===== src/rtl/usec_pkg.sv =====
// Package: shared offsets and the ratio word layout for the microsecond
// tick counter. Assumes an 8-bit byte-offset register space.
package usec_pkg;
    localparam int ADDR_W  = 8;
    localparam int DATA_W  = 32;
    localparam int FIELD_W = 8;

    localparam logic [ADDR_W-1:0] OFF_COUNT = 8'h10;
    localparam logic [ADDR_W-1:0] OFF_RATIO = 8'h14;
    localparam logic [ADDR_W-1:0] OFF_HOLD  = 8'h4c;

    // High byte: ticks per group minus one; low byte: cycles per group minus one.
    typedef struct packed {
        logic [FIELD_W-1:0] num_m1;
        logic [FIELD_W-1:0] den_m1;
    } ratio_t;
endpackage


===== src/rtl/usec_regs.sv =====
// Register file: holds the ratio word and freeze bit, decodes writes and
// muxes read data. Assumes single-cycle write strobes; the counter view is
// read-only and writes to it or to unmapped offsets are dropped.
module usec_regs
    import usec_pkg::*;
#(
    parameter int          CNT_W     = 32,
    parameter logic [15:0] RATIO_RST = 16'h000b
) (
    input  logic              clk,
    input  logic              rst_n,
    input  logic [ADDR_W-1:0] addr,
    input  logic              wr,
    input  logic [DATA_W-1:0] wdata,
    input  logic [CNT_W-1:0]  count_in,
    output logic [DATA_W-1:0] rdata,
    output ratio_t            ratio_q,
    output logic              freeze_q,
    output logic              ratio_wr
);
    localparam int RATIO_W = $bits(ratio_t);

    logic hold_wr;

    // Decode the write strobes per offset.
    always_comb begin
        ratio_wr = wr && (addr == OFF_RATIO);
        hold_wr  = wr && (addr == OFF_HOLD);
    end

    // Store the ratio word; only the low 16 bits are kept.
    always_ff @(posedge clk) begin
        if (!rst_n) begin
            ratio_q <= ratio_t'(RATIO_RST);
        end else if (ratio_wr) begin
            ratio_q <= ratio_t'(wdata[RATIO_W-1:0]);
        end
    end

    // Store the freeze control bit.
    always_ff @(posedge clk) begin
        if (!rst_n) begin
            freeze_q <= 1'b0;
        end else if (hold_wr) begin
            freeze_q <= wdata[0];
        end
    end

    // Select read data for the addressed offset.
    always_comb begin
        rdata = '0;
        case (addr)
            OFF_COUNT: rdata = DATA_W'(count_in);
            OFF_RATIO: rdata = DATA_W'(ratio_q);
            OFF_HOLD:  rdata = DATA_W'(freeze_q);
            default:   rdata = '0;
        endcase
    end

    // a freeze write is visible on the next cycle.
    p_freeze_rb_r9: assert property (@(posedge clk) disable iff (!rst_n)
        hold_wr |=> (freeze_q == $past(wdata[0])));

    // a ratio write is stored as its low 16 bits.
    p_ratio_rb_r9: assert property (@(posedge clk) disable iff (!rst_n)
        ratio_wr |=> (ratio_q == $past(wdata[RATIO_W-1:0])));
endmodule


===== src/rtl/usec_prescaler.sv =====
// Rational prescaler: adds N each unfrozen cycle to a phase accumulator and
// fires when the sum reaches D, then subtracts D. Assumes the ratio fields
// arrive minus-one encoded. The residue is clamped below D so at most one
// tick can fire per cycle, even when N exceeds D.
module usec_prescaler
    import usec_pkg::*;
#(
    parameter int FW = FIELD_W
) (
    input  logic          clk,
    input  logic          rst_n,
    input  logic [FW-1:0] num_m1,
    input  logic [FW-1:0] den_m1,
    input  logic          cfg_wr,
    input  logic          freeze,
    output logic          fire_o,
    output logic          tick_o
);
    localparam int SUM_W = FW + 2;

    logic [FW-1:0]    acc_q;
    logic [FW-1:0]    acc_d;
    logic [SUM_W-1:0] num;
    logic [SUM_W-1:0] den;
    logic [SUM_W-1:0] sum;
    logic [SUM_W-1:0] resid;
    logic             reach;

    // Form the step sum and decide whether this cycle fires.
    always_comb begin
        num    = SUM_W'(num_m1) + SUM_W'(1);
        den    = SUM_W'(den_m1) + SUM_W'(1);
        sum    = SUM_W'(acc_q) + num;
        resid  = sum - den;
        reach  = (sum >= den);
        fire_o = reach && !freeze && !cfg_wr;
    end

    // Choose the next accumulator value: clear, hold, or step.
    always_comb begin
        if (cfg_wr) begin
            acc_d = '0;
        end else if (freeze) begin
            acc_d = acc_q;
        end else if (reach) begin
            acc_d = (resid > SUM_W'(den_m1)) ? den_m1 : resid[FW-1:0];
        end else begin
            acc_d = sum[FW-1:0];
        end
    end

    // Register the accumulator and the tick pulse.
    always_ff @(posedge clk) begin
        if (!rst_n) begin
            acc_q  <= '0;
            tick_o <= 1'b0;
        end else begin
            acc_q  <= acc_d;
            tick_o <= fire_o;
        end
    end

    // the residue stays below D, so no backlog of ticks can build.
    p_acc_bound_r3: assert property (@(posedge clk) disable iff (!rst_n)
        (SUM_W'(acc_q) <= SUM_W'(den_m1)) || $past(cfg_wr));

    // a ratio write restarts the phase and suppresses the tick.
    p_clear_on_cfg_r5: assert property (@(posedge clk) disable iff (!rst_n)
        cfg_wr |=> (acc_q == '0) && !tick_o);

    // frozen cycles hold the phase and emit nothing.
    p_hold_frozen_r6: assert property (@(posedge clk) disable iff (!rst_n)
        (freeze && !cfg_wr) |=> $stable(acc_q) && !tick_o);
endmodule


===== src/rtl/usec_counter.sv =====
// Free-running microsecond counter: advances by one on each fire strobe and
// wraps at its width. Assumes the strobe is at most one per cycle.
module usec_counter #(
    parameter int CNT_W = 32
) (
    input  logic             clk,
    input  logic             rst_n,
    input  logic             adv,
    output logic [CNT_W-1:0] count_o
);
    // Step the count upward on each strobe.
    always_ff @(posedge clk) begin
        if (!rst_n) begin
            count_o <= '0;
        end else if (adv) begin
            count_o <= count_o + CNT_W'(1);
        end
    end

    // without a strobe the count holds.
    p_hold_idle_r4: assert property (@(posedge clk) disable iff (!rst_n)
        !adv |=> $stable(count_o));
endmodule


===== src/rtl/usec_tick_counter.sv =====
// Top: fractional microsecond tick counter. Ties the register file, the
// rational prescaler and the counter together. Assumes one reference clock
// domain and a synchronous active-low reset.
module usec_tick_counter
    import usec_pkg::*;
#(
    parameter int          CNT_W     = 32,
    parameter logic [15:0] RATIO_RST = 16'h000b
) (
    input  logic              clk,
    input  logic              rst_n,
    input  logic [ADDR_W-1:0] reg_addr,
    input  logic              reg_wr,
    input  logic [DATA_W-1:0] reg_wdata,
    output logic [DATA_W-1:0] reg_rdata,
    output logic              tick_o,
    output logic [CNT_W-1:0]  count_o
);
    ratio_t ratio_q;
    logic   freeze_q;
    logic   ratio_wr;
    logic   fire;

    usec_regs #(.CNT_W(CNT_W), .RATIO_RST(RATIO_RST)) u_regs (
        .clk      (clk),
        .rst_n    (rst_n),
        .addr     (reg_addr),
        .wr       (reg_wr),
        .wdata    (reg_wdata),
        .count_in (count_o),
        .rdata    (reg_rdata),
        .ratio_q  (ratio_q),
        .freeze_q (freeze_q),
        .ratio_wr (ratio_wr)
    );

    usec_prescaler #(.FW(FIELD_W)) u_presc (
        .clk    (clk),
        .rst_n  (rst_n),
        .num_m1 (ratio_q.num_m1),
        .den_m1 (ratio_q.den_m1),
        .cfg_wr (ratio_wr),
        .freeze (freeze_q),
        .fire_o (fire),
        .tick_o (tick_o)
    );

    usec_counter #(.CNT_W(CNT_W)) u_cnt (
        .clk     (clk),
        .rst_n   (rst_n),
        .adv     (fire),
        .count_o (count_o)
    );

    // each tick pulse coincides with a single-step advance of the count.
    p_tick_count_r4: assert property (@(posedge clk) disable iff (!rst_n)
        tick_o |-> (count_o == $past(count_o) + CNT_W'(1)));

    // a ratio write edge never advances the count.
    p_cfg_no_adv_r7: assert property (@(posedge clk) disable iff (!rst_n)
        ratio_wr |=> $stable(count_o));
endmodule


===== config.mk =====
export PLATFORM = sky130hd
export DESIGN_NAME = usec_tick_counter
export DESIGN_NICKNAME = d
export VERILOG_FILES = /design/src/rtl/usec_pkg.sv /design/src/rtl/usec_regs.sv /design/src/rtl/usec_prescaler.sv /design/src/rtl/usec_counter.sv /design/src/rtl/usec_tick_counter.sv
export SDC_FILE = /design/constraint.sdc
export NUM_CORES = 1
export LEC_CHECK = 0
export ABC_AREA = 1
export BUFFER_PORTS_ARGS = -buffer_cell sky130_fd_sc_hd__buf_2
export CORE_MARGIN = 2
export CORE_UTILIZATION = 34
export DETAILED_ROUTE_END_ITERATION = 8
export SYNTH_ARGS = -nofsm -noshare
export SYNTH_HDL_FRONTEND = slang
export SYNTH_HIERARCHICAL = 1
export SYNTH_SLANG_ARGS = --single-unit

===== constraint.sdc =====
create_clock -name clk -period 4.6 [get_ports clk]
set_clock_uncertainty 0.15 [all_clocks]
set_input_delay 0.46 -clock clk [delete_from_list [all_inputs] [get_ports clk]]
set_output_delay 0.46 -clock clk [all_outputs]
set_load 0.01 [all_outputs]

==> results.py <==
metrics = {
    "detailed_routing": {
        "remaining_drc_errors": 0,
        "vias_per_cell": 4.673,
        "vias": 4874,
        "drt-initial-drc-count": 273,
        "ant_nets": 0,
        "routed_wl_microns": 13500,
        "wl_per_cell_microns": 12.95,
        "drt_pass1_iterations": 4,
    },
    "synth": {
        "yosys.area.top_type": "dfxtp_1",
        "synth_top_family_by_area": "simple AND/OR/NAND/NOR gates",
        "synth_flop_cell": "dfxtp_1",
        "syn_inst": 770,
        "synthMuxAreaShare": 0,
        "synth_top_area_share": 0.2444,
        "yosysSeqAreaShare": 0.2444,
        "synth_edf_count": 0,
        "synthAdderAreaFrac": 0.07954,
        "synthSimpleGateAreaFrac": 0.4240,
        "ys_top_cells_by_area": "dfxtp_1 24%, nand2_1 14%, inv_1 12%, nand3_1 7.7%, nor2_1 7.6%",
        "syn_avg_cell_area_sq_um": 6.170,
        "ys_ff_latch": 58,
        "synthXorXnorAreaFrac": 0.03318,
        "syn_area_sq_um": 4751,
        "ys_types": 38,
        "ys_warn_count": 6,
        "synth_nets": 842,
        "synth_compound_area_frac": 0.07927,
        "synthArstFlopShare": 0,
    },
    "timing": {
        "fin_crit_ns": 4.192,
        "max_freq_mhz": 238.6,
        "timing.final.crit_share": 0.9113,
        "fin_tns_setup_ns": 0,
        "setup_viol": 0,
        "finalMaxSlewViolations": 0,
        "fin_ws_ns": 0.4082,
        "worst-slew-pin-transition_ns": 0.8001,
        "relSlewSlack": 0.4653,
        "hold_violations": 0,
        "rsz0062_at_grt": "false",
    },
    "final_layout": {
        "final_common_cell": "nand2_1",
        "final_cell_mix": "179 x nand2_1, 146 x inv_1, 96 x nor2_1",
        "instances_no_fill": 1043,
        "area_growth_pct": 19.20,
        "drive_above_1_share": 0.1842,
        "nNetsFinal": 930,
        "diodes": 0,
        "fill_cells": 1560,
        "multiInputGateArea_sq_um": 2927,
        "seq_area_sq_um": 1161,
    },
    "floorplanning": {
        "initial_core_util": 0.3449,
        "ioPinCount": 108,
        "core_area_sq_um": 13770,
        "dieHeight_microns": 122.2,
        "num_rows": 43,
        "die-area_sq_um": 14930,
        "die_w_microns": 122.2,
    },
    "pwr": {
        "leakage_nw": 2.931,
        "finalPower_mw": 2.066,
        "powerDensity_nw_per_um2": 364.8,
        "max-vdd-ir-drop_uv": 172.5,
    },
    "cts": {
        "cts_tree": "yes",
        "cts_setup_buffers": 0,
        "clock-root-buffer": "clkbuf_16",
        "post_cts_resized": 0,
        "cts_hold_buf": 0,
        "cts_sinks": 58,
        "clk_pin_slew_worst_paths_ns": 0.05,
        "clk-insertion-delay-late_ns": 0.33,
        "htreeDepth": 3,
        "cts_made_buffers": 9,
        "cts_max_path_buffers": 2,
    },
    "outcome": {
        "status": "completed",
    },
    "global_route": {
        "grt_pass1_vias": 4437,
        "grt_max_degree": 36,
        "overflow": 0,
        "grt_usage": 0.1894,
        "grt_pass1_wl_microns": 22010,
        "antenna_found_initial": 0,
    },
    "critical_path": {
        "arrival_ns": 4.26,
        "slowest_delay_ns": 0.42,
        "end_kind": "flip-flop",
        "critPathSlowestCell": "fa_1",
        "startpoint_type": "flip-flop",
        "cp_common_cell": "nand2_1",
        "cp_data_required_time_ns": 4.67,
        "path_class": "reg -> reg",
        "critPathMaxFanout": 8,
    },
    "placement": {
        "post-place-ws_ns": 0.4632,
        "hpwl_microns": 10690,
        "place_inst": 1027,
        "numPortBuffers": 91,
        "gp_congestion": 0.8509,
    },
    "run": {
        "cap_violations": 0,
    },
    "worst_hold_path": {
        "min_path_type": "in -> reg",
    },
}
final cells by class:
class,instances,share of cell area
clock buffer,14,0.04662
tap,180,0.03977
clock inverter,2,0.006186
multi-input combinational,542,0.5168
inverter,154,0.1025
timing repair buffer,93,0.08308
sequential,58,0.2050
registers in the layout (all words and copies together), names as in the netlist:
signal,count
u_cnt/count_o,32
u_presc/acc_q,8
u_presc/tick_o,1
u_regs/freeze_q,1
u_regs/ratio_q,16
through the flow:
step	instance area, sq um	utilization	hold slack [ns]
6_report	5663	0.4112	0.2317
5_1_grt	5663	0.4112	0.2506
4_1_cts	5663	0.4112	0.2187
3_5_place_dp	5364	0.3894	0.3796
3_3_place_gp	5364	0.3894	0.3764
2_1_floorplan	4751	-	0.3243
logic make-up (layout without fill, tap and decap cells):
| logic type | count (synthesis) | in the layout |
|---|---|---|
| DFF | 58 | 58 |
| adders and majority gates | 29 | 29 |
| xor gates and xnor gates | 18 | 18 |
| AOI/OAI and AO/OA | 70 | 70 |
| and+or+nand+nor | 425 | 425 |
| buffers and inverters | 170 | 263 |
metal layers:
metal / global-route usage / wire, microns / vias to the layer above
met1: 0.2757 / 6823 / 2164
met2: 0.2830 / 5793 / 115
met3: 0.02622 / 682 / 13
li1: - / - / 2582
met4: 0.06825 / 203 / 0
met5: 0 / 0 / -
worst paths after layout:
check                                       start                 to  slack [ns]  cells past startpoint
worst max-delay path            u_regs/ratio_q[8]  u_cnt/count_o[28]        0.41                     27
worst min-delay path                 reg_wdata[0]    u_regs/freeze_q        0.23                      3
worst max register to register  u_regs/ratio_q[8]  u_cnt/count_o[28]        0.41                     27
worst min register to register   u_presc/acc_q[6]   u_presc/acc_q[6]        0.38                      2
power breakdown:
group | switching, mW | internal, mW
logic | 0.537 | 0.286
clock network | 0.231 | 0.448
registers | 0.0262 | 0.537
total | 0.794 | 1.27
critical path, delay by kind of cell, from the launching register on:
family / cells / cell delay [ns]
AND/OR/NAND/NOR: 20 / 2.15
adder cells (fa/ha/maj): 3 / 0.99
buffers and inverters: 3 / 0.37
flip-flops: 1 / 0.32
AO/OA/AOI/OAI: 1 / 0.10
Yosys cell counts (all sizes together) (2+ instances only):
cell and instances:
fa 2, nand4 26, nand3 78, o21bai 3, buf 13, inv 152
nor3 4, clkbuf 3, o21a 3, xnor2 5, nor2 117, nand2 195
ha 27, a21oi 36, xor2 13, o21ai 27, dfxtp 58, nand3b 3
clkinv 2
(Power assumes the default switching activity.)
